File: config.mk
export PLATFORM = sky130hd
export DESIGN_NAME = plif_link
export DESIGN_NICKNAME = d
export VERILOG_FILES = /design/src/rtl/plif_pkg.sv /design/src/rtl/plif_status_rx.sv /design/src/rtl/plif_pkt_rx.sv /design/src/rtl/plif_tx.sv /design/src/rtl/plif_req.sv /design/src/rtl/plif_link.sv
export SDC_FILE = /design/constraint.sdc
export NUM_CORES = 1
export LEC_CHECK = 0
export BUFFER_PORTS_ARGS = -buffer_cell sky130_fd_sc_hd__buf_4
export CAP_MARGIN = 10
export CELL_PAD_IN_SITES_DETAIL_PLACEMENT = 0
export CELL_PAD_IN_SITES_GLOBAL_PLACEMENT = 1
export CORE_UTILIZATION = 43
export CTS_CLUSTER_SIZE = 14
export DETAILED_ROUTE_END_ITERATION = 12
export PLACE_DENSITY_LB_ADDON = 0.1
export SLEW_MARGIN = 10
export SYNTH_ARGS = -nofsm -noshare
export SYNTH_HDL_FRONTEND = slang
export SYNTH_SLANG_ARGS = --single-unit
File: constraint.sdc
create_clock -name clk -period 4.15 [get_ports clk]
set_input_delay 0.6225 -clock clk [delete_from_list [all_inputs] [get_ports clk]]
set_output_delay 0.6225 -clock clk [all_outputs]
set_load 0.03 [all_outputs]
File: src/rtl/plif_pkg.sv
// Package: control codes and request types shared by the link-PHY interface.
// Assumes the 2-bit control lines and the 4-bit data lines of the interface.
package plif_pkg;
    // Codes the PHY places on the control lines
    localparam logic [1:0] PHY_IDLE    = 2'b00;
    localparam logic [1:0] PHY_STATUS  = 2'b01;
    localparam logic [1:0] PHY_RECEIVE = 2'b10;
    localparam logic [1:0] PHY_GRANT   = 2'b11;
    // Codes the link places on the control lines once granted
    localparam logic [1:0] LNK_HOLD    = 2'b01;
    localparam logic [1:0] LNK_XMIT    = 2'b10;
    localparam logic [1:0] LNK_DONE    = 2'b00;
    // Receive data markers
    localparam logic [3:0] DATA_ON     = 4'b1111;
    localparam logic [3:0] SPD_DOUBLE  = 4'b0100;
    // Request types that carry payload
    localparam logic [2:0] RQ_REG_READ  = 3'b001;
    localparam logic [2:0] RQ_REG_WRITE = 3'b101;

    typedef enum logic [1:0] {TX_IDLE, TX_HOLD, TX_SEND, TX_DONE} tx_state_t;
endpackage

File: src/rtl/plif_status_rx.sv
// Status assembler: collects bit pairs from d[1:0] while the PHY shows the
// status code and emits a word when it is full or when the phase ends early.
// Assumes listen is low whenever the link itself owns the control lines.
module plif_status_rx
    import plif_pkg::*;
#(
    parameter int STAT_W = 16
) (
    input  logic              clk,
    input  logic              rst_n,
    input  logic              listen,
    input  logic [1:0]        ctl_in,
    input  logic [1:0]        d_pair,
    output logic              stat_valid,
    output logic [STAT_W-1:0] stat_word
);
    localparam int NPAIR = STAT_W / 2;
    localparam int CW    = $clog2(NPAIR + 1);

    logic              active;
    logic [CW-1:0]     pairs;
    logic [STAT_W-1:0] acc;
    logic              is_stat;
    logic [CW-1:0]     pairs_eff;
    logic [CW-1:0]     pairs_nx;
    logic [STAT_W-1:0] merged;

    // Place the incoming pair below those already collected
    always_comb begin
        is_stat   = listen && (ctl_in == PHY_STATUS);
        pairs_eff = active ? pairs : '0;
        pairs_nx  = pairs_eff + 1'b1;
        merged    = (active ? acc : '0)
                  | ({d_pair, {(STAT_W-2){1'b0}}} >> {pairs_eff, 1'b0});
    end

    // Track the status phase and strobe the finished word
    always_ff @(posedge clk) begin
        if (!rst_n) begin
            active     <= 1'b0;
            pairs      <= '0;
            acc        <= '0;
            stat_valid <= 1'b0;
            stat_word  <= '0;
        end else begin
            stat_valid <= 1'b0;
            if (is_stat) begin
                if (!active || pairs != CW'(NPAIR)) begin
                    active <= 1'b1;
                    acc    <= merged;
                    pairs  <= pairs_nx;
                    if (pairs_nx == CW'(NPAIR)) begin
                        stat_valid <= 1'b1;
                        stat_word  <= merged;
                    end
                end
            end else if (active) begin
                active <= 1'b0;
                pairs  <= '0;
                if (pairs != CW'(NPAIR)) begin
                    stat_valid <= 1'b1;
                    stat_word  <= acc;
                end
            end
        end
    end

    // A word is announced in one cycle only
    assert_stat_single_R3: assert property (@(posedge clk) disable iff (!rst_n)
        stat_valid |=> !stat_valid);
    // Idle code never produces a status word
    assert_idle_quiet_R2: assert property (@(posedge clk) disable iff (!rst_n)
        (!active && ctl_in == PHY_IDLE) |=> !stat_valid);
endmodule

File: src/rtl/plif_pkt_rx.sv
// Packet receiver: skips the data-on pattern, takes the speed code, then packs
// 2- or 4-bit beats into quadlets and strobes the end of each packet.
// Assumes listen is low whenever the link itself owns the control lines.
module plif_pkt_rx
    import plif_pkg::*;
#(
    parameter int QUAD_W = 32
) (
    input  logic              clk,
    input  logic              rst_n,
    input  logic              listen,
    input  logic [1:0]        ctl_in,
    input  logic [3:0]        d_in,
    output logic              q_valid,
    output logic [QUAD_W-1:0] q_data,
    output logic              pkt_end
);
    localparam int BW = $clog2(QUAD_W + 1);

    logic              in_pkt;
    logic              spd_seen;
    logic              dbl;
    logic [QUAD_W-1:0] sr;
    logic [BW-1:0]     bits;
    logic              is_rx;
    logic [QUAD_W-1:0] sr_nx;
    logic [BW-1:0]     bits_nx;

    // Next shift value and bit count for the current lane width
    always_comb begin
        is_rx   = listen && (ctl_in == PHY_RECEIVE);
        sr_nx   = dbl ? {sr[QUAD_W-5:0], d_in} : {sr[QUAD_W-3:0], d_in[1:0]};
        bits_nx = bits + (dbl ? BW'(4) : BW'(2));
    end

    // Receive phase tracking, speed detection and quadlet packing
    always_ff @(posedge clk) begin
        if (!rst_n) begin
            in_pkt   <= 1'b0;
            spd_seen <= 1'b0;
            dbl      <= 1'b0;
            sr       <= '0;
            bits     <= '0;
            q_valid  <= 1'b0;
            q_data   <= '0;
            pkt_end  <= 1'b0;
        end else begin
            q_valid <= 1'b0;
            pkt_end <= 1'b0;
            if (is_rx) begin
                in_pkt <= 1'b1;
                if (!spd_seen) begin
                    if (d_in != DATA_ON) begin
                        spd_seen <= 1'b1;
                        dbl      <= (d_in == SPD_DOUBLE);
                        bits     <= '0;
                    end
                end else begin
                    sr <= sr_nx;
                    if (bits_nx == BW'(QUAD_W)) begin
                        q_valid <= 1'b1;
                        q_data  <= sr_nx;
                        bits    <= '0;
                    end else begin
                        bits <= bits_nx;
                    end
                end
            end else if (in_pkt) begin
                in_pkt   <= 1'b0;
                spd_seen <= 1'b0;
                bits     <= '0;
                pkt_end  <= 1'b1;
            end
        end
    end

    // Data-on beats before the speed code never complete a quadlet
    assert_dataon_skip_R5: assert property (@(posedge clk) disable iff (!rst_n)
        (is_rx && !spd_seen && d_in == DATA_ON) |=> !q_valid);
    // Quadlet strobes are single-cycle
    assert_quad_single_R6: assert property (@(posedge clk) disable iff (!rst_n)
        q_valid |=> !q_valid);
    // End-of-packet strobe is single-cycle
    assert_end_single_R8: assert property (@(posedge clk) disable iff (!rst_n)
        pkt_end |=> !pkt_end);
endmodule

File: src/rtl/plif_tx.sv
// Transmit sequencer: on a grant takes the control and data lines, holds
// until a quadlet is offered, shifts quadlets out, closes with one done cycle
// and releases. Assumes the PHY stops driving after the grant cycle.
module plif_tx
    import plif_pkg::*;
#(
    parameter int QUAD_W = 32
) (
    input  logic              clk,
    input  logic              rst_n,
    input  logic [1:0]        ctl_in,
    input  logic              tx_dbl,
    input  logic              tx_valid,
    output logic              tx_ready,
    input  logic [QUAD_W-1:0] tx_data,
    input  logic              tx_last,
    output logic [1:0]        ctl_out,
    output logic              ctl_oe,
    output logic [3:0]        d_out,
    output logic              d_oe
);
    localparam int BEAT_LO = QUAD_W / 2;
    localparam int BEAT_HI = QUAD_W / 4;
    localparam int BW      = $clog2(BEAT_LO + 1);

    tx_state_t         state;
    logic              dbl;
    logic              last_q;
    logic [QUAD_W-1:0] sr;
    logic [BW-1:0]     beat;
    logic              final_beat;

    // Handshake and beat position
    always_comb begin
        final_beat = (beat == (dbl ? BW'(BEAT_HI - 1) : BW'(BEAT_LO - 1)));
        tx_ready   = (state == TX_HOLD) || (state == TX_SEND && final_beat && !last_q);
    end

    // Bus drive values for each state
    always_comb begin
        ctl_out = LNK_DONE;
        d_out   = 4'b0000;
        ctl_oe  = 1'b1;
        d_oe    = 1'b1;
        case (state)
            TX_IDLE: begin
                ctl_oe = 1'b0;
                d_oe   = 1'b0;
            end
            TX_HOLD: ctl_out = LNK_HOLD;
            TX_SEND: begin
                ctl_out = LNK_XMIT;
                d_out   = dbl ? sr[QUAD_W-1 -: 4] : {2'b00, sr[QUAD_W-1 -: 2]};
            end
            default: ctl_out = LNK_DONE;
        endcase
    end

    // Grant detection, quadlet loading and shifting
    always_ff @(posedge clk) begin
        if (!rst_n) begin
            state  <= TX_IDLE;
            dbl    <= 1'b0;
            last_q <= 1'b0;
            sr     <= '0;
            beat   <= '0;
        end else begin
            case (state)
                TX_IDLE: if (ctl_in == PHY_GRANT) begin
                    state <= TX_HOLD;
                    dbl   <= tx_dbl;
                end
                TX_HOLD: if (tx_valid) begin
                    sr     <= tx_data;
                    last_q <= tx_last;
                    beat   <= '0;
                    state  <= TX_SEND;
                end
                TX_SEND: if (final_beat) begin
                    if (last_q) begin
                        state <= TX_DONE;
                    end else if (tx_valid) begin
                        sr     <= tx_data;
                        last_q <= tx_last;
                        beat   <= '0;
                    end else begin
                        state <= TX_HOLD;
                    end
                end else begin
                    sr   <= dbl ? (sr << 4) : (sr << 2);
                    beat <= beat + 1'b1;
                end
                default: state <= TX_IDLE;
            endcase
        end
    end

    // The link only takes the lines after the PHY showed a grant
    assert_take_after_grant_R9: assert property (@(posedge clk) disable iff (!rst_n)
        $rose(ctl_oe) |-> $past(ctl_in) == PHY_GRANT);
    // The done cycle is followed by release
    assert_release_R11: assert property (@(posedge clk) disable iff (!rst_n)
        (ctl_oe && ctl_out == LNK_DONE) |=> (!ctl_oe && !d_oe));
endmodule

File: src/rtl/plif_req.sv
// Request serializer: frames a request as start bit, type, type-dependent
// payload and stop bit, and shifts it out on the request line.
// Assumes one request at a time; the line rests low between frames.
module plif_req
    import plif_pkg::*;
#(
    parameter int RT_W   = 3,
    parameter int ADDR_W = 4,
    parameter int WDAT_W = 8
) (
    input  logic              clk,
    input  logic              rst_n,
    input  logic              req_valid,
    output logic              req_ready,
    input  logic [RT_W-1:0]   req_type,
    input  logic [ADDR_W-1:0] req_addr,
    input  logic [WDAT_W-1:0] req_wdata,
    output logic              lreq
);
    localparam int FW = RT_W + ADDR_W + WDAT_W + 2;
    localparam int LW = $clog2(FW + 1);

    logic          busy;
    logic [FW-1:0] sr;
    logic [LW-1:0] left;
    logic [FW-1:0] frame;
    logic [LW-1:0] flen;

    // Build the left-aligned frame and its length from the request type
    always_comb begin
        frame          = '0;
        frame[FW-1]    = 1'b1;
        frame[FW-2 -: RT_W] = req_type;
        flen           = LW'(RT_W + 2);
        if (req_type == RT_W'(RQ_REG_READ)) begin
            frame[FW-2-RT_W -: ADDR_W] = req_addr;
            flen = LW'(RT_W + ADDR_W + 2);
        end else if (req_type == RT_W'(RQ_REG_WRITE)) begin
            frame[FW-2-RT_W -: ADDR_W]        = req_addr;
            frame[FW-2-RT_W-ADDR_W -: WDAT_W] = req_wdata;
            flen = LW'(FW);
        end
        req_ready = !busy;
        lreq      = busy && sr[FW-1];
    end

    // Load a frame and shift it out one bit per cycle
    always_ff @(posedge clk) begin
        if (!rst_n) begin
            busy <= 1'b0;
            sr   <= '0;
            left <= '0;
        end else if (!busy) begin
            if (req_valid) begin
                busy <= 1'b1;
                sr   <= frame;
                left <= flen;
            end
        end else begin
            sr   <= sr << 1;
            left <= left - 1'b1;
            if (left == LW'(1)) busy <= 1'b0;
        end
    end

    // The cycle after acceptance carries the start bit
    assert_start_bit_R12: assert property (@(posedge clk) disable iff (!rst_n)
        (req_valid && req_ready) |=> lreq);
    // The final bit of every frame is the stop bit
    assert_stop_bit_R12: assert property (@(posedge clk) disable iff (!rst_n)
        (busy && left == LW'(1)) |-> !lreq);
endmodule

File: src/rtl/plif_link.sv
// Link-side interface top: splits the shared lines into pad-side in/out/enable
// ports, gates the receivers while the link owns the lines, and joins the
// status, packet, transmit and request parts. Assumes the pad feeds the
// resolved line value back on ctl_in/d_in.
module plif_link
    import plif_pkg::*;
#(
    parameter int QUAD_W = 32,
    parameter int STAT_W = 16,
    parameter int RT_W   = 3,
    parameter int ADDR_W = 4,
    parameter int WDAT_W = 8
) (
    input  logic              clk,
    input  logic              rst_n,
    input  logic [1:0]        ctl_in,
    output logic [1:0]        ctl_out,
    output logic              ctl_oe,
    input  logic [3:0]        d_in,
    output logic [3:0]        d_out,
    output logic              d_oe,
    output logic              lreq,
    output logic              stat_valid,
    output logic [STAT_W-1:0] stat_word,
    output logic              rx_valid,
    output logic [QUAD_W-1:0] rx_data,
    output logic              rx_end,
    input  logic              tx_dbl,
    input  logic              tx_valid,
    output logic              tx_ready,
    input  logic [QUAD_W-1:0] tx_data,
    input  logic              tx_last,
    input  logic              req_valid,
    output logic              req_ready,
    input  logic [RT_W-1:0]   req_type,
    input  logic [ADDR_W-1:0] req_addr,
    input  logic [WDAT_W-1:0] req_wdata
);
    logic listen;

    // Receivers only listen while the PHY owns the lines
    always_comb listen = !ctl_oe;

    plif_status_rx #(.STAT_W(STAT_W)) u_status (
        .clk(clk), .rst_n(rst_n), .listen(listen), .ctl_in(ctl_in),
        .d_pair(d_in[1:0]), .stat_valid(stat_valid), .stat_word(stat_word)
    );

    plif_pkt_rx #(.QUAD_W(QUAD_W)) u_pkt_rx (
        .clk(clk), .rst_n(rst_n), .listen(listen), .ctl_in(ctl_in),
        .d_in(d_in), .q_valid(rx_valid), .q_data(rx_data), .pkt_end(rx_end)
    );

    plif_tx #(.QUAD_W(QUAD_W)) u_tx (
        .clk(clk), .rst_n(rst_n), .ctl_in(ctl_in), .tx_dbl(tx_dbl),
        .tx_valid(tx_valid), .tx_ready(tx_ready), .tx_data(tx_data),
        .tx_last(tx_last), .ctl_out(ctl_out), .ctl_oe(ctl_oe),
        .d_out(d_out), .d_oe(d_oe)
    );

    plif_req #(.RT_W(RT_W), .ADDR_W(ADDR_W), .WDAT_W(WDAT_W)) u_req (
        .clk(clk), .rst_n(rst_n), .req_valid(req_valid), .req_ready(req_ready),
        .req_type(req_type), .req_addr(req_addr), .req_wdata(req_wdata),
        .lreq(lreq)
    );
endmodule

==> impl_results.md, run 1 <==
* Status: complete, no violations
* Dpl ws at 1245 ps
* Origin of the worst min-delay path: tx_dbl
* Setup WS post-layout at 1221 ps
* Area Overhead vs Synth at 19.54%
* Routed WL per cell at 14.93 um
* Maximum vdd drop at 0.0003753 V
* Simple-gate share of the synthesized area at 18.66%
* Minimum period implied by the final worst setup slack at 2929 ps
* Register area share after synthesis at 44.37%
* Vias in the first global route at 6104
* Critical path start-end classification: register to register
* TritonCTS Buffers at 17
* Initial antenna violation count at 0
* Number of nets in the finished design at 1024
* Largest area contributor in the netlist: dfxtp_1
* Crit. End Element: register
* Antenna Cells at 0
* Most frequent cells after synthesis: dfxtp_1 (173), nand2_1 (110), nor2_1 (95)
* Maximum clock path buffer count at 2
* Critical R2R Launch: u_tx.state[0]$_SDFFE_PN0P_
* Reg2Reg Capture Point: u_tx.sr[28]$_SDFFE_PN0P_
* Post-synthesis net count at 945
* Biggest fanout along the worst timing path at 26
* Post-DRT Antenna Nets at 0
* Post-CTS Repair Setup Buffers at 0
* Total design power at 0.004189 W
* First-pass DRT Iterations at 4
* Met3 Track Usage GR at 5.111%
* Setup-failing EPs final at 0
* Number of violations reported at the end of detailed-routing iteration 0 at 303
* Die Y-Extent at 136.7 um
* Type of the tightest min-delay check: primary input to register
* Kind of cell adding the most delay to the critical path: compound AO/OA/AOI/OAI gates
* Number of cells traversed by the worst hold path at 3
* Pin count of the biggest net entering global routing at 93
* Area of the core at 17540 sq um
* Count of vias placed by the detailed router at 6381
* HPWL Detailed at 11700 um
* Share of flip-flops with an asynchronous set or reset at 0%
* Max-slew headroom at 36.05%
* Max cap viols at 0
* Clock latency reported for the late side of the worst-skew pair at 430 ps
* IO buf count at 120
* Max Clock Skew at 9.010 ps
* Period utilization at 70.57%
* R2r worst-path depth at 7
* Post-synthesis compound-gate area fraction at 16.54%
* Total negative slack for setup checks at 0 ps
* Via-per-instance ratio at 5.353
* Static Leak at 3.686 nW
* Most used flip-flop cell after synthesis: dfxtp_1
* Clock tree from TritonCTS: built
* Startpoint Class: register
* Crit path buf inv count at 2
* IO Count at 121
* Share of synthesized area spent on multiplexers at 13.42%
* TritonCTS Sinks at 173
* Worst Path Required at 4480 ps
* Total Die Area at 18700 sq um
* Fraction of the mapped netlist area in adder cells at 1.859%
* Portion of synthesized cell area occupied by the leading cell type at 44.37%
* Slowest stage cell on the critical path: nand2_1
* Congestion Overflow GR at 0
* Critical path's most frequent cell: inv_1
* Synth top area cells: dfxtp_1 (44%), mux2i_1 (9.2%), nand2_1 (5.3%), nor2_1 (4.6%), mux2_2 (4.2%)
* Gate count of the mapped netlist at 875
* Post-synthesis sequential element count at 173
* Root buffer cell: clkbuf_16
* Delay of the slowest cell on the worst path at 630 ps
* Pin slew with the least headroom to its limit at 957.0 ps
* Post-synthesis xor/xnor area fraction at 0.4328%
* Count of flip-flops with a built-in enable after synthesis at 0
* GRT Max-Usage Layer: met2
* Synthesized cell area at 7806 sq um
* Main combinational cell family by area after synthesis: simple AND/OR/NAND/NOR gates
* Final RePlAce weighted congestion at 0.7754
* Worst hold endpoint: u_tx.dbl$_SDFFE_PN0P_
* Level count of the clock H-tree at 4
* Drc violations at 0
* Most frequent cell after synthesis: dfxtp_1
* Cts repair resizes at 0
* Global Route Usage Sum at 19.79%
* Number of max-slew violations in the final report at 0
* Count of warnings emitted by yosys at 0
* Wire length of the first global-routing pass at 29430 um
* Instance area at placement at 8770 sq um
* Effective utilization at floorplan at 44.51%
* Final Hold Vio Count at 0
* Mean cell area of the mapped netlist at 8.921 sq um
* Critical path arrival at 3260 ps
* GR Util met1 at 25.89%
* Sequence of cells on the critical path: inv_1, ha_1, inv_1, a21oi_4, o21a_1, nand2_1, o2bb2ai_1
* Clock input transition at the sequential cells of the worst setup and hold paths at 70 ps
* Area of all placed cells without fillers at 9331 sq um
* Yosys cell types at 61
* Width of the die at 136.7 um
* Total of hold buffers inserted after clock tree synthesis at 0
* Cell Rows at 48
* Power per cell area at 448.9 nW/um^2
* GR Util met2 at 31.90%
* Critical Path Source: u_tx.state[0]$_SDFFE_PN0P_
* Utilization after layout at 53.21%
* Reg-to-reg setup timing slack at 1220 ps
* RSZ-0062 raised after global routing: false
* Wire length after detailed routing at 17790 um
* Layout cells sized above 1 at 21.10%
* Fmax at 341.4 MHz
==> metrics by stage <==
stage | instances | hold slack [ps]
4_1_cts | 1192 | 426.2
3_3_place_gp | 1160 | 440.2
5_1_grt | 1192 | 427.1
2_1_floorplan | 875 | 432.0
3_5_place_dp | 1160 | 447.7
6_report | 1192 | 431.7
==> cell usage in the layout, fill, tap and decap left out, drive strengths merged, types with 15 or more instances in the layout <==
master	n
dfxtp	173
buf	127
nand2	110
nor2	96
mux2i	72
a21oi	56
o21ai	42
mux2	29
o2bb2ai	26
inv	24
and2	18
clkbuf	18
a211oi	17
nor3b	15
==> tightest hold or removal path, cell delays in order <==
cell and delay [ps]:
buf_4 80, mux2i_1 50, nor2_1 70
==> power breakdown <==
part / internal [W] / leakage [nW] / switching (W) / total (W)
clock: 0.000837 / 0.262 / 0.000705 / 0.00154
sequential: 0.00178 / 1.40 / 0.0000966 / 0.00187
combinational: 0.000297 / 2.02 / 0.000476 / 0.000772
==> layer usage <==
metal / wire length, um / part of all wire, %
met1: 8633 / 49
met2: 8174 / 46
met3: 749 / 4.2
met4: 235 / 1.3
met5: 0 / 0
==> layout make-up <==
class,instances,area [sq um]
Fill cell,1686,8205
Multi-Input combinational cell,616,3985
Sequential cell,173,3465
Timing Repair Buffer,127,965.9
Clock buffer,18,429.2
Tap cell,225,281.5
Clock inverter,14,132.6
Inverter,19,72.57
==> flip-flops by register name (all words and copies together), names as in the netlist <==
register	count
u_pkt_rx.bits	5
u_pkt_rx.dbl	1
u_pkt_rx.in_pkt	1
u_pkt_rx.pkt_end	1
u_pkt_rx.q_data	32
u_pkt_rx.q_valid	1
u_pkt_rx.spd_seen	1
u_pkt_rx.sr	30
u_req.busy	1
u_req.left	5
u_req.sr	16
u_status.acc	16
u_status.active	1
u_status.pairs	4
u_status.stat_valid	1
u_status.stat_word	16
u_tx.beat	5
u_tx.dbl	1
u_tx.last_q	1
u_tx.sr	32
u_tx.state	2
==> kinds of logic after synthesis <==
family                     Yosys count
and+or+nand+nor                    306
AOI/OAI and AO/OA                  195
DFF                                173
muxes                              101
buffers and inverters               86
adders and majority gates           11
xor gates and xnor gates             3
==> how the worst max path moves through the flow <==
| stage | endpoint | depth (start not counted) | slack [ps] |
|---|---|---|---|
| floorplan | u_pkt_rx.q_data[13]$_SDFFE_PN0P_ | 11 | 1250 |
| global placement | u_tx.sr[15]$_SDFFE_PN0P_ | 7 | 1330 |
| detailed placement | u_tx.sr[28]$_SDFFE_PN0P_ | 7 | 1250 |
| CTS | u_tx.sr[28]$_SDFFE_PN0P_ | 7 | 1220 |
| global route | u_tx.sr[28]$_SDFFE_PN0P_ | 7 | 990 |
| finish | u_tx.sr[28]$_SDFFE_PN0P_ | 7 | 1220 |
Power figures use the tool's default switching activity.
==> run 2: changes to the inputs <==
--- a/config.mk
+++ b/config.mk
@@ -5,11 +5,12 @@
 export SDC_FILE = /design/constraint.sdc
 export NUM_CORES = 1
 export LEC_CHECK = 0
+export ABC_AREA = 1
 export BUFFER_PORTS_ARGS = -buffer_cell sky130_fd_sc_hd__buf_4
 export CAP_MARGIN = 10
 export CELL_PAD_IN_SITES_DETAIL_PLACEMENT = 0
 export CELL_PAD_IN_SITES_GLOBAL_PLACEMENT = 1
-export CORE_UTILIZATION = 43
+export CORE_UTILIZATION = 37
 export CTS_CLUSTER_SIZE = 14
 export DETAILED_ROUTE_END_ITERATION = 12
 export PLACE_DENSITY_LB_ADDON = 0.1
==> constraint.sdc (replaced) <==
create_clock -name clk -period 2.5 [get_ports clk]
set_input_delay 0.375 -clock clk [delete_from_list [all_inputs] [get_ports clk]]
set_output_delay 0.375 -clock clk [all_outputs]
set_load 0.03 [all_outputs]
==> run 2 against run 1 <==
Combinational power rose to 2.9 times the previous value. Area after synthesis grew 7.9%. Utilization fell by 7.6 points. Worst hold slack worse by 250 ps. Cell count up 38%. Flip-flop and latch count stayed put. Via count grew 22%. Sequential power up 76%. Die area rose by 25%. Cell area grew 8.0%. Sequential share of layout area down 2.8 points. Power grew 95%.
==> impl_results.md, run 2 <==
* Count of vias placed by the detailed router at 7759 (+22%)
* Portion of synthesized cell area occupied by the leading cell type at 41.12% (-3.2 points)
* Number of violations reported at the end of detailed-routing iteration 0 at 400 (+32%)
* Synth top area cells: dfxtp_1 (41%), nand2_1 (18%), o21ai_0 (7.9%), inv_1 (5.6%), nor2_1 (5.3%)
* Net switching power figure at 0.002958 W (+130%)
* Most common library cell in the layout ignoring fill and taps: nand2_1
* First-pass DRT Iterations at 5 (+1)
* Antenna Cells at 0 (unchanged)
* Total of hold buffers inserted after clock tree synthesis at 0 (unchanged)
* Post-synthesis sequential element count at 173 (unchanged)
* Die Y-Extent at 152.9 um (+12%)
* Clock Power Share at 31.9% (-4.9 points)
* Startpoint Class: register
* Max cap viols at 0 (unchanged)
* Largest area contributor in the netlist: dfxtp_1
* Count of flip-flops with a built-in enable after synthesis at 0 (unchanged)
* Area Overhead vs Synth at 19.69%
* Width of the die at 152.9 um (+12%)
* Mean cell area of the mapped netlist at 6.642 sq um (-26%)
* Via-per-instance ratio at 4.720 (-12%)
* Final RePlAce weighted congestion at 0.7580 (-2.2%)
* Max Clock Skew at 15.55 ps (+6.541 ps)
* Wire length after detailed routing at 20430 um (+15%)
* HPWL Detailed at 13450 um (+15%)
* Number of nets in the finished design at 1422 (+39%)
* P_int at 0.005219 W (+79%)
* Maximum vdd drop at 0.0005891 V (+57%)
* Area of all placed cells without fillers at 10080 sq um (+8.0%)
* Critical path start-end classification: register to register
* Origin of the worst min-delay path: req_wdata[0]
* Fmax at 453.4 MHz (+33%)
* Worst hold endpoint: u_req.sr[1]$_SDFFE_PN0P_
* Layout cells sized above 1 at 15.32% (-5.8 points)
* Congestion Overflow GR at 0 (unchanged)
* R2r worst-path depth at 11 (+4)
* RSZ-0062 raised after global routing: false
* Effective utilization at floorplan at 38.12% (-6.4 points)
* Minimum period implied by the final worst setup slack at 2206 ps (-723.0 ps)
* Commonest cells after routing, fill and taps aside: nand2_1 (394), dfxtp_1 (172), o21ai_0 (133)
* Most frequent cells after synthesis: nand2_1 (394), dfxtp_1 (173), o21ai_0 (133)
* Share of flip-flops with an asynchronous set or reset at 0% (unchanged)
* Total Die Area at 23370 sq um (+25%)
* Pin slew with the least headroom to its limit at 625.1 ps (-331.9 ps)
* Maximum clock path buffer count at 2 (unchanged)
* Yosys cell types at 42 (-31%)
* Biggest fanout along the worst timing path at 31 (+19%)
* Reg2Reg Capture Point: u_pkt_rx.q_data[4]$_SDFFE_PN0P_
* IO buf count at 120 (unchanged)
* Wire length of the first global-routing pass at 34550 um (+17%)
* Clock input transition at the sequential cells of the worst setup and hold paths at 80 ps (about the same)
* IO Count at 121 (unchanged)
* Critical R2R Launch: u_pkt_rx.dbl$_SDFFE_PN0P_
* Worst hold slack at 185.0 ps (-246.8 ps)
* Post-synthesis net count at 1338 (+42%)
* Clock tree from TritonCTS: built
* Final Hold Vio Count at 0 (unchanged)
* Portion of total power attributed to combinational logic at 27.8% (+9.4 points)
* Count of warnings emitted by yosys at 0 (unchanged)
* Period utilization at 88.23% (+18 points)
* Cts repair resizes at 0 (unchanged)
* Drc violations at 0 (unchanged)
* Routed WL per cell at 12.43 um (-17%)
* Pin count of the biggest net entering global routing at 126 (+35%)
* Most used flip-flop cell after synthesis: dfxtp_1
* Reg-to-reg setup timing slack at 290 ps (-930 ps)
* Power per cell area at 811.2 nW/um^2 (+81%)
* Post-CTS Repair Setup Buffers at 0 (unchanged)
* Type of the tightest min-delay check: primary input to register
* Switching share of power at 36.17% (+5.7 points)
* Vias in the first global route at 7205 (+18%)
* Static Leak at 4.624 nW (+25%)
* TritonCTS Buffers at 17 (unchanged)
* Initial antenna violation count at 0 (unchanged)
* Synthesized cell area at 8422 sq um (+7.9%)
* TritonCTS Sinks at 173 (unchanged)
* Cell Rows at 54 (+13%)
* Crit. End Element: register
* Level count of the clock H-tree at 4 (unchanged)
* Number of cells traversed by the worst hold path at 3 (unchanged)
* Post-DRT Antenna Nets at 0 (unchanged)
* Status: complete, no violations
* Register area share after synthesis at 41.12% (-3.2 points)
* Gate count of the mapped netlist at 1268 (+45%)
* Instance area at placement at 9513 sq um (+8.5%)
* Critical path arrival at 2590 ps (-670 ps)
* Worst Path Required at 2880 ps (-1600 ps)
* Total negative slack for setup checks at 0 ps (unchanged)
* Max-slew headroom at 58.17% (+22 points)
* Root buffer cell: clkbuf_16
* Area of the core at 22090 sq um (+26%)
* Most frequent cell after synthesis: nand2_1
* Clock latency reported for the late side of the worst-skew pair at 430 ps (about the same)
* Portion of total power attributed to sequential cells at 40.2% (-4.6 points)
* Setup-failing EPs final at 0 (unchanged)
* Number of max-slew violations in the final report at 0 (unchanged)
* Global Route Usage Sum at 17.86% (-1.9 points)
* Largest regs: u_pkt_rx.q_data: 32 flops, u_tx.sr: 32 flops, u_pkt_rx.sr: 30 flops
## run 2: cells by family after synthesis
logic type                 Yosys count  share of synthesized area [%]
and+or+nand+nor                    624                          30.95
DFF                                173                          41.12
AOI/OAI and AO/OA                  254                          15.66
adders and majority gates           11                          1.723
buffers and inverters              203                          10.24
xor gates and xnor gates             3                         0.3120
## run 2: power by group through the flow
stage	Clock (W)	Combinational [W]	Sequential [W]
global route	0.00279	0.00264	0.00334
finish	0.00261	0.00227	0.00329
CTS	0.00270	0.00232	0.00329
detailed placement	0	0.00230	0.00335
global placement	0	0.00231	0.00335
floorplan	0	0.00175	0.00336
## run 2: cell type report
type	instances	area, sq um
clock inverters	14	141.4
multi-input cells	892	4096
inverters	130	490.5
clock buffers	17	425.4
repair buffers	138	1111
fillers	2358	12010
flip-flops and latches	173	3465
well taps	280	350.3
## run 2: worst max-delay path by stage
stage                              start                          endpoint  slack [ps]  cells after the start
4_1_cts        u_pkt_rx.dbl$_SDFFE_PN0P_   u_pkt_rx.q_data[6]$_SDFFE_PN0P_         280                     11
3_3_place_gp   u_pkt_rx.dbl$_SDFFE_PN0P_  u_pkt_rx.q_data[27]$_SDFFE_PN0P_         380                     11
3_5_place_dp   u_pkt_rx.dbl$_SDFFE_PN0P_   u_pkt_rx.q_data[6]$_SDFFE_PN0P_         300                     11
6_report       u_pkt_rx.dbl$_SDFFE_PN0P_   u_pkt_rx.q_data[4]$_SDFFE_PN0P_         290                     11
2_1_floorplan  u_pkt_rx.dbl$_SDFFE_PN0P_   u_pkt_rx.q_data[1]$_SDFFE_PN0P_          80                     13
5_1_grt        u_pkt_rx.dbl$_SDFFE_PN0P_   u_pkt_rx.q_data[9]$_SDFFE_PN0P_          80                     11
## run 2: per-layer routing
metal,GRT usage (%),up-vias,routed length (um)
li1,-,4186,-
met1,23.90,3455,10360
met2,29.45,106,9346
met3,3.572,12,606
met4,4.329,0,117
met5,0,-,0
## run 2: critical path, stage by stage, from the launching register on
cell     delay [ps]
dfxtp_1         390
inv_1            80
ha_1            210
fa_1            470
xnor2_1         190
nand2_1          90
nor2_2          140
nand3_2         130
nor2_4          130
buf_12          200
nand2_1          80
nand2_1          60
## run 2: per-stage QoR
| step | power [W] | std cells | util (%) | setup WS, ps |
|---|---|---|---|---|
| 2_1_floorplan | 0.005106 | 1268 | - | 79.16 |
| 3_3_place_gp | 0.005657 | 1613 | 43.06 | 378.8 |
| 3_5_place_dp | 0.005658 | 1613 | 43.06 | 300.5 |
| 4_1_cts | 0.008306 | 1644 | 45.62 | 281.2 |
| 5_1_grt | 0.008767 | 1644 | 45.62 | 79.58 |
| 6_report | 0.008177 | 1644 | 45.62 | 294.2 |
